**config.mk**
```make
export PLATFORM = sky130hd
export DESIGN_NAME = pipe_hazard_ctrl
export DESIGN_NICKNAME = d
export VERILOG_FILES = /design/src/rtl/pipe_hazard_pkg.sv /design/src/rtl/hz_bypass_sel.sv /design/src/rtl/hz_load_use.sv /design/src/rtl/hz_hold_clear.sv /design/src/rtl/pipe_hazard_ctrl.sv
export SDC_FILE = /design/constraint.sdc
export NUM_CORES = 1
export LEC_CHECK = 0
export ABC_AREA = 1
export BUFFER_PORTS_ARGS = -buffer_cell sky130_fd_sc_hd__buf_2
export CORE_ASPECT_RATIO = 0.9
export CORE_MARGIN = 1.5
export CORE_UTILIZATION = 40
export DETAILED_ROUTE_END_ITERATION = 10
export PLACE_DENSITY = 0.86
export SETUP_SLACK_MARGIN = 0.05
export SLEW_MARGIN = 25
export SYNTH_ARGS = -nofsm -noshare
export SYNTH_HDL_FRONTEND = slang
export SYNTH_SLANG_ARGS = --single-unit
```
**constraint.sdc**
```tcl
create_clock -name vclk -period 1.7
set_input_delay 0.51 -clock vclk [all_inputs]
set_output_delay 0.51 -clock vclk [all_outputs]
set_load 0.03 [all_outputs]
```
**src/rtl/pipe_hazard_pkg.sv**
```systemverilog
package pipe_hazard_pkg;

    localparam int unsigned REG_W = 5;
    localparam int unsigned N_OPND = 2;
    localparam int unsigned N_STAGE = 5;

    typedef logic [REG_W-1:0] reg_idx_t;

    typedef enum logic [1:0] {
        BYP_REGFILE = 2'b00,
        BYP_WB      = 2'b01,
        BYP_MEM     = 2'b10
    } byp_sel_e;

    typedef struct packed {
        reg_idx_t rd;
        logic     wr_en;
    } producer_t;

    typedef struct packed {
        logic fetch;
        logic decode;
        logic execute;
        logic memory;
        logic writeback;
    } stage_hold_t;

    typedef struct packed {
        logic decode;
        logic execute;
    } stage_clear_t;

    // A later stage can supply a value for src only if it writes and src is not x0.
    function automatic logic supplies(input reg_idx_t src, input producer_t p);
        return p.wr_en && (src == p.rd) && (src != '0);
    endfunction

endpackage

```
**src/rtl/hz_bypass_sel.sv**
```systemverilog
module hz_bypass_sel
    import pipe_hazard_pkg::*;
(
    input  reg_idx_t  src_i,
    input  producer_t mem_i,
    input  producer_t wb_i,
    output byp_sel_e  sel_o
);
    logic from_mem;
    logic from_wb;

    assign from_mem = supplies(src_i, mem_i);
    assign from_wb  = supplies(src_i, wb_i);

    always_comb begin
        if (from_mem) begin
            sel_o = BYP_MEM;
        end else if (from_wb) begin
            sel_o = BYP_WB;
        end else begin
            sel_o = BYP_REGFILE;
        end
    end
endmodule

```
**src/rtl/hz_load_use.sv**
```systemverilog
module hz_load_use
    import pipe_hazard_pkg::*;
#(
    parameter int unsigned N_SRC = 2
) (
    input  reg_idx_t [N_SRC-1:0] dec_src_i,
    input  reg_idx_t             ex_rd_i,
    input  logic                 ex_is_load_i,
    output logic                 hazard_o
);
    logic [N_SRC-1:0] hit;

    for (genvar g = 0; g < N_SRC; g++) begin : g_cmp
        assign hit[g] = (dec_src_i[g] == ex_rd_i);
    end

    assign hazard_o = ex_is_load_i && (|hit);
endmodule

```
**src/rtl/hz_hold_clear.sv**
```systemverilog
module hz_hold_clear
    import pipe_hazard_pkg::*;
(
    input  logic         load_use_i,
    input  logic         branch_taken_i,
    input  logic         mem_wait_i,
    output stage_hold_t  hold_o,
    output stage_clear_t clear_o
);
    always_comb begin
        hold_o.fetch     = load_use_i | mem_wait_i;
        hold_o.decode    = load_use_i | mem_wait_i;
        hold_o.execute   = mem_wait_i;
        hold_o.memory    = mem_wait_i;
        hold_o.writeback = mem_wait_i;

        clear_o = '0;
        if (!mem_wait_i) begin
            clear_o.decode  = branch_taken_i;
            clear_o.execute = branch_taken_i | load_use_i;
        end
    end
endmodule

```
**src/rtl/pipe_hazard_ctrl.sv**
```systemverilog
module pipe_hazard_ctrl
    import pipe_hazard_pkg::*;
(
    input  logic [4:0] dec_rs1_i,
    input  logic [4:0] dec_rs2_i,
    input  logic [4:0] ex_rs1_i,
    input  logic [4:0] ex_rs2_i,
    input  logic [4:0] ex_rd_i,
    input  logic [1:0] ex_res_src_i,
    input  logic [4:0] mem_rd_i,
    input  logic       mem_wr_en_i,
    input  logic [4:0] wb_rd_i,
    input  logic       wb_wr_en_i,
    input  logic       ex_branch_taken_i,
    input  logic       dcache_stall_i,
    output logic [1:0] fwd_a_o,
    output logic [1:0] fwd_b_o,
    output logic       stall_f_o,
    output logic       stall_d_o,
    output logic       stall_e_o,
    output logic       stall_m_o,
    output logic       stall_w_o,
    output logic       flush_d_o,
    output logic       flush_e_o
);
    reg_idx_t [N_OPND-1:0] ex_src;
    reg_idx_t [N_OPND-1:0] dec_src;
    byp_sel_e [N_OPND-1:0] sel;
    producer_t             mem_p;
    producer_t             wb_p;
    logic                  load_use;
    stage_hold_t           hold;
    stage_clear_t          clear;

    assign ex_src  = {ex_rs2_i, ex_rs1_i};
    assign dec_src = {dec_rs2_i, dec_rs1_i};
    assign mem_p   = '{rd: mem_rd_i, wr_en: mem_wr_en_i};
    assign wb_p    = '{rd: wb_rd_i, wr_en: wb_wr_en_i};

    for (genvar g = 0; g < N_OPND; g++) begin : g_opnd
        hz_bypass_sel u_sel (
            .src_i (ex_src[g]),
            .mem_i (mem_p),
            .wb_i  (wb_p),
            .sel_o (sel[g])
        );
    end

    hz_load_use #(.N_SRC(N_OPND)) u_lu (
        .dec_src_i    (dec_src),
        .ex_rd_i      (ex_rd_i),
        .ex_is_load_i (ex_res_src_i[0]),
        .hazard_o     (load_use)
    );

    hz_hold_clear u_hc (
        .load_use_i     (load_use),
        .branch_taken_i (ex_branch_taken_i),
        .mem_wait_i     (dcache_stall_i),
        .hold_o         (hold),
        .clear_o        (clear)
    );

    assign fwd_a_o   = sel[0];
    assign fwd_b_o   = sel[1];
    assign stall_f_o = hold.fetch;
    assign stall_d_o = hold.decode;
    assign stall_e_o = hold.execute;
    assign stall_m_o = hold.memory;
    assign stall_w_o = hold.writeback;
    assign flush_d_o = clear.decode;
    assign flush_e_o = clear.execute;
endmodule

```
==> results of run 1 <==
==> power by group through the flow <==
stage	clock, mW	combinational, mW	sequential [mW]
global placement	0	0.197	0
CTS	0	0.251	0
detailed placement	0	0.203	0
floorplan	0	0.121	0
finish	0	0.312	0
global route	0	0.328	0
==> per-layer routing <==
metal	vias up	part of all wire (%)	track usage (%)
li1	459	-	-
met4	0	7.1	7.58
met1	477	37	29.9
met3	34	8.7	3.27
met2	91	48	59.7
met5	-	0	0
==> worst min path at each step <==
stage | from | cells after the start | slack, ns | to
after floorplan | dcache_stall_i | 1 | 1.15 | stall_e_o
after global placement | dcache_stall_i | 2 | 1.30 | stall_m_o
after detailed placement | dcache_stall_i | 2 | 1.30 | stall_m_o
after CTS | dcache_stall_i | 2 | 1.30 | stall_m_o
after global routing | dcache_stall_i | 2 | 1.33 | stall_m_o
final | dcache_stall_i | 2 | 1.32 | stall_w_o
==> cells in the mapped netlist <==
| cell type | number | share of area [%] |
|---|---|---|
| nand2_1 | 41 | 27 |
| inv_1 | 26 | 17 |
| nor2_1 | 21 | 14 |
| xor2_1 | 8 | 12 |
| buf_4 | 6 | 7.8 |
| nand4_1 | 5 | 5.4 |
| nand3_1 | 4 | 3.5 |
| o21ai_0 | 4 | 3.5 |
| o22ai_1 | 3 | 3.2 |
| xnor2_1 | 3 | 4.5 |
| nor3_1 | 1 | 0.86 |
| nor3b_2 | 1 | 2.2 |
==> cell type report <==
cell class / instances / area [sq um] / area share, %
well taps: 14 / 17.5 / 1.54
multi-input cells: 91 / 539 / 47.5
inverters: 26 / 100 / 8.81
repair buffers: 53 / 479 / 42.2
==> metrics by stage <==
stage          std cells  setup WS, ns  setup TNS (ns)
6_report             184        -0.198           -1.02
5_1_grt              184        -0.291           -1.46
4_1_cts              183        -0.110          -0.514
3_5_place_dp         183        -0.222           -1.15
3_3_place_gp         183        -0.218           -1.06
2_1_floorplan        123       -0.0245         -0.0245
==> cell usage in the layout (no fill, tap or decap) <==
cell / count
nand2_1: 32
nor3_2: 1
nor3b_2: 1
xnor2_2: 1
nand2_4: 1
nand2_2: 8
nor2_1: 14
buf_6: 27
xor2_1: 6
o21ai_2: 1
buf_2: 20
buf_8: 4
inv_4: 1
nand3_1: 3
inv_2: 13
nand3_2: 1
xnor2_1: 2
nand4_1: 5
o21ai_1: 2
inv_1: 12
nor2_4: 3
nor2_2: 4
o21ai_0: 1
o22ai_2: 1
o22ai_1: 2
xor2_2: 2
buf_4: 2
==> kinds of logic after synthesis <==
logic type                after synthesis  share of synthesized area (%)
and+or+nand+nor                        73                           52.1
buffers and inverters                  32                           24.6
xor gates and xnor gates               11                           16.6
AOI/OAI and AO/OA                       7                           6.70
==> repair_timing <==
item,in CTS,in global routing
setup buffers,0,1
setup endpoints to repair,7,7
pin swaps,19,34
gates resized for setup,55,33
==> results_dict.tcl, run 1 <==
set metrics [dict create \
    crit_start "dec_rs1_i[1]" \
    grt_overflow 0 \
    internal_power_uw 145 \
    cp_num_cells 10 \
    synthCells 123 \
    hold_viol 0 \
    p_clk_share_pct 0 \
    finalHoldWorstSlack_ns 1.32 \
    grt_usage_pct 28.5 \
    dpl.hpwl_microns 1500 \
    worstMarginPinSlew_ns 0.196 \
    cp.required_ns 1.19 \
    worstSetupPathType "in2out" \
    first_pass_iters 4 \
    final.setup.worst_slack_ns -0.198 \
    slowest_delay_ns 0.13 \
    setup_violations 7 \
    gp_congestion 0.966 \
    drtAntennaViolNets 0 \
    wl_per_cell_microns 17.6 \
    cp_cell_sequence "buf_2, inv_1, nand2_1, nand2_1, nor2_2, nand3_1, nand2_2, nand3_2, nand2_2, buf_6" \
    fp.dieH_microns 39.1 \
    drt_wl_total_microns 3240 \
    final_util_pct 88.0 \
    switchingPower_uw 167 \
    ys_seq_area_share_pct 0 \
    diodes 0 \
    io_pins 52 \
    maxCapViolations 0 \
    p_total_uw 312 \
    drive_gt1_share_pct 53.5 \
    combPwrFrac_pct 100.0 \
    vias_per_cell 5.77 \
    io_buffers 51 \
    ir_drop_uv 170 \
    holdBufCountCts 0 \
    failed_checks "setup timing" \
    num_vias 1061 \
    dieArea_sq_mm 0.00169 \
    endpoint "flush_e_o" \
    num-fill-cells 59 \
    final_area_sq_mm 0.00114 \
    grt_pass1_wl_microns 3630 \
    grt_max_degree 5 \
    seq_cells 0 \
    die_w_microns 43.1 \
    placed_area_sq_um 832 \
    rsz0062_at_grt "yes" \
    remaining_drc_errors 0 \
    synth_nets 164 \
    worstPathMaxFanout 2 \
    nClkBuffers 0 \
    fmax_mhz 527 \
    outcome "finished with violations" \
    start_util_pct 44.9 \
    first_iter_violations 23 \
    num_rows 12 \
    postSynthAreaPerCell_sq_um 4.71 \
    ys_types 12 \
    period_share_pct 112 \
    maxSlewHeadroom_pct 86.8 \
    yosys_warnings 0 \
    core_sq_mm 0.00129 \
    crit_family "simple AND/OR/NAND/NOR gates" \
    ff_latch_area_sq_um 0 \
    nets 213 \
    start_kind "input port" \
    p_seq_share_pct 0 \
    critPathSlowestCell "nor2_2" \
    power_density_mw_per_mm2 274 \
    critPathArrivalTime_ns 1.39 \
    area_delta_synth_final_pct 96.1 \
    final_max_slew_viol_count 0 \
    period_minus_slack_ns 1.90 \
    p_sw_share_pct 53.5 \
    crit_path_end_kind "primary output" \
    syn_area_sq_um 579 \
    antenna_found_initial 0 \
    p_leak_nw 0.645 \
    critPathBufInv 3 \
    grt_pass1_vias 828 \
    hp-class "in2out" \
]
(Power assumes the default switching activity.)
==> inputs of run 2 (changes only) <==
Clock period 1.7 ns to 2.1 ns, I/O delays scaled along.
==> results_dict.tcl, run 2 (synthesis results as in run 1) <==
set metrics [dict create \
    final_area_sq_um 961 \
    grt_util_met3_pct 0 \
    crit_family "simple AND/OR/NAND/NOR gates" \
    hp-class "in2out" \
    final.setup.worst_slack_ns 0.0372 \
    nClkBuffers 0 \
    final_common_cell "nand2_1" \
    nets 211 \
    slowest_delay_ns 0.14 \
    diodes 0 \
    cp_cell_sequence "buf_6, nor2_2, nor2_1, nor2_1, nand3_1, nand2_1, nand2_1, nand2_2, buf_6" \
    first_iter_violations 14 \
    rsz0062_at_grt "yes" \
    worstSetupPathType "in2out" \
    top_usage_layer "met2" \
    cp_num_cells 9 \
    final_max_slew_viol_count 0 \
    hold_viol 0 \
    holdBufCountCts 0 \
    grt_max_degree 5 \
    maxCapViolations 0 \
    drtAntennaViolNets 0 \
    final_util_pct 74.4 \
    core_sq_mm 0.00129 \
    num_vias 836 \
    remaining_drc_errors 0 \
    grt_pass1_wl_microns 2880 \
    gp_congestion 0.833 \
    critPathArrivalTime_ns 1.43 \
    wl_per_cell_microns 10.3 \
    io_pins 52 \
    p_total_uw 196 \
    cts_setup_buffers 0 \
    ir_drop_uv 109 \
    antenna_found_initial 0 \
    grt_overflow 0 \
    setup_tns_ns 0 \
    crit_start "dec_rs2_i[0]" \
    area_delta_synth_final_pct 65.9 \
    num_rows 12 \
    dp_slack_ns -0.0219 \
    fin_cells 182 \
    vias_per_cell 4.59 \
    start_util_pct 44.9 \
    finalHoldWorstSlack_ns 1.55 \
    fp.dieH_microns 39.1 \
    ff_latch_area_sq_um 0 \
    num-fill-cells 114 \
    first_pass_iters 4 \
    period_minus_slack_ns 2.06 \
    endpoint "stall_d_o" \
    placed_area_sq_um 812 \
    critPathSlowestCell "buf_6" \
    fmax_mhz 485 \
    numPlacedInstances 182 \
    dpl.hpwl_microns 1470 \
    cp.required_ns 1.47 \
    seq_cells 0 \
    worstMarginPinSlew_ns 0.191 \
    critPathBufInv 2 \
    drt_wl_total_microns 1870 \
    outcome "finished, final reports clean" \
    grt_use_met2_pct 41.8 \
    worstPathMaxFanout 2 \
    start_kind "input port" \
    setup_violations 0 \
    drive_gt1_share_pct 46.4 \
    die_w_microns 43.1 \
    io_buffers 51 \
    maxSlewHeadroom_pct 87.1 \
    final_cell_mix "nand2_1, buf_2, nor2_1, inv_1, buf_6" \
    period_share_pct 98.2 \
    crit_path_end_kind "primary output" \
    grtUsageMet1_pct 29.5 \
    grt_pass1_vias 718 \
    p_leak_nw 0.592 \
    power_density_mw_per_mm2 204 \
    grt_usage_pct 21.9 \
    dieArea_sq_mm 0.00169 \
]
## run 2: cell types whose count changed in the layout (fill, tap and decap cells not counted), moves of 3 or more
cell	delta
buf_2	+12
buf_6	-12
buf_8	-3
inv_1	+3
inv_2	-3
nor2_4	-3
## run 2: routing by layer
metal	wire, microns	share of wire, %	vias up
met5	0	0	-
met4	0	0	0
met3	61	3.3	0
met2	976	52	22
met1	828	44	358
li1	-	-	456
## run 2: layout make-up
type	count	area, sq um	area share, %
multi-input combinational	91	477	49.6
timing repair buffer	51	367	38.2
inverter	26	100	10.4
tap	14	17.5	1.82
## run 2: worst min path at each step
stage	from	endpoint	cells after the start
2_1_floorplan	dcache_stall_i	stall_e_o	1
4_1_cts	dcache_stall_i	stall_w_o	2
5_1_grt	dcache_stall_i	stall_m_o	2
6_report	dcache_stall_i	stall_e_o	2
3_5_place_dp	dcache_stall_i	stall_w_o	2
3_3_place_gp	dcache_stall_i	stall_e_o	2
## run 2: power breakdown
part / internal (mW) / switching, mW / total, mW
Clock: 0 / 0 / 0
Sequential: 0 / 0 / 0
Combinational: 0.0926 / 0.104 / 0.196
## run 2: timing repair
item / in CTS / in global routing
resized for setup: 9 / 45
pin swaps: 1 / 24
setup endpoints to repair: 5 / 7
==> inputs of run 3 (changes only) <==
Settings changed: RECOVER_POWER set to 100.
==> results_dict.tcl, run 3 (synthesis results as in run 1) <==
set metrics [dict create \
    first_iter_violations 10 \
    grt_pass1_wl_microns 2880 \
    power_density_mw_per_mm2 205 \
    io_pins 52 \
    num_rows 12 \
    num_vias 844 \
    grt_max_degree 5 \
    gp_congestion 0.833 \
    hp-class "in2out" \
    maxCapViolations 0 \
    vias_per_cell 4.64 \
    hold_viol 0 \
    grt_pass1_vias 718 \
    antenna_found_initial 0 \
    die_w_microns 43.1 \
    final_max_slew_viol_count 0 \
    cp.required_ns 1.47 \
    final_common_cell "nand2_1" \
    core_sq_mm 0.00129 \
    worstMarginPinSlew_ns 0.374 \
    nClkBuffers 0 \
    maxSlewHeadroom_pct 75.2 \
    nets 211 \
    setup_violations 0 \
    outcome "finished, final reports clean" \
    drtAntennaViolNets 0 \
    multi_input_area_sq_um 477 \
    fp.dieH_microns 39.1 \
    num-fill-cells 117 \
    rsz0062_at_grt "yes" \
    seq_cells 0 \
    worstPathMaxFanout 2 \
    final_cell_mix "nand2_1, buf_2, nor2_1, inv_1, buf_6" \
    worstSetupPathType "in2out" \
    drive_gt1_share_pct 45.8 \
    ff_latch_area_sq_um 0 \
    remaining_drc_errors 0 \
    holdBufCountCts 0 \
    start_kind "input port" \
    wl_per_cell_microns 10.2 \
    io_buffers 51 \
    area_delta_synth_final_pct 65.0 \
    drt_wl_total_microns 1860 \
    diodes 0 \
    grt_overflow 0 \
    period_minus_slack_ns 2.06 \
    period_share_pct 98.2 \
    p_leak_nw 0.588 \
    fmax_mhz 485 \
    finalHoldWorstSlack_ns 1.55 \
    ir_drop_uv 108 \
    start_util_pct 44.9 \
    first_pass_iters 5 \
    dieArea_sq_mm 0.00169 \
    dpl.hpwl_microns 1470 \
    grt_usage_pct 21.9 \
    placed_area_sq_um 812 \
    critPathArrivalTime_ns 1.43 \
    crit_path_end_kind "primary output" \
    final_area_sq_um 956 \
]
run 3: path summary, 6_finish.rpt:
kind / startpoint / endpoint / slack (ns) / depth (start not counted)
min: dcache_stall_i / stall_e_o / 1.55 / 2
max: dec_rs2_i[0] / stall_d_o / 0.04 / 9
run 3: worst max-delay path, cell delays in order:
cell     delay [ns]
buf_6          0.10
nor2_2         0.10
nor2_1         0.05
nor2_1         0.10
nand3_1        0.08
nand2_1        0.09
nand2_1        0.07
nand2_2        0.09
buf_6          0.14
run 3: layout make-up:
type	instances	share of cell area (%)
tap	14	1.83
inverter	26	10.5
multi-input combinational	91	49.9
timing repair buffer	51	37.8
run 3: repair_timing:
item,4_1_cts,5_1_grt
pin swaps,1,24
setup buffers,0,0
gates resized for setup,9,45
endpoints found under the setup margin,5,7
run 3: where the power goes:
group / internal [mW] / switching [mW] / leakage [nW]
Sequential: 0 / 0 / 0
Clock: 0 / 0 / 0
Combinational: 0.0921 / 0.104 / 0.588
run 3: metrics by stage:
step / instances / total power, mW / setup slack, ns / TNS, ns / util [%]
5_1_grt: 182 / 0.218 / -0.0418 / -0.151 / 74.0
3_5_place_dp: 182 / 0.160 / -0.0219 / -0.0219 / 62.9
3_3_place_gp: 182 / 0.156 / -0.00321 / -0.00321 / 62.9
6_report: 182 / 0.196 / 0.0385 / 0 / 74.0
2_1_floorplan: 123 / 0.0959 / 0.101 / 0 / -
4_1_cts: 182 / 0.167 / 0.0101 / 0 / 64.9
run 3: metal layers:
metal	part of all wire [%]	GRT usage [%]	vias up
met5	0	0	-
li1	-	-	456
met3	4.9	0	0
met1	43	29.5	362
met4	0	0	0
met2	53	41.8	26
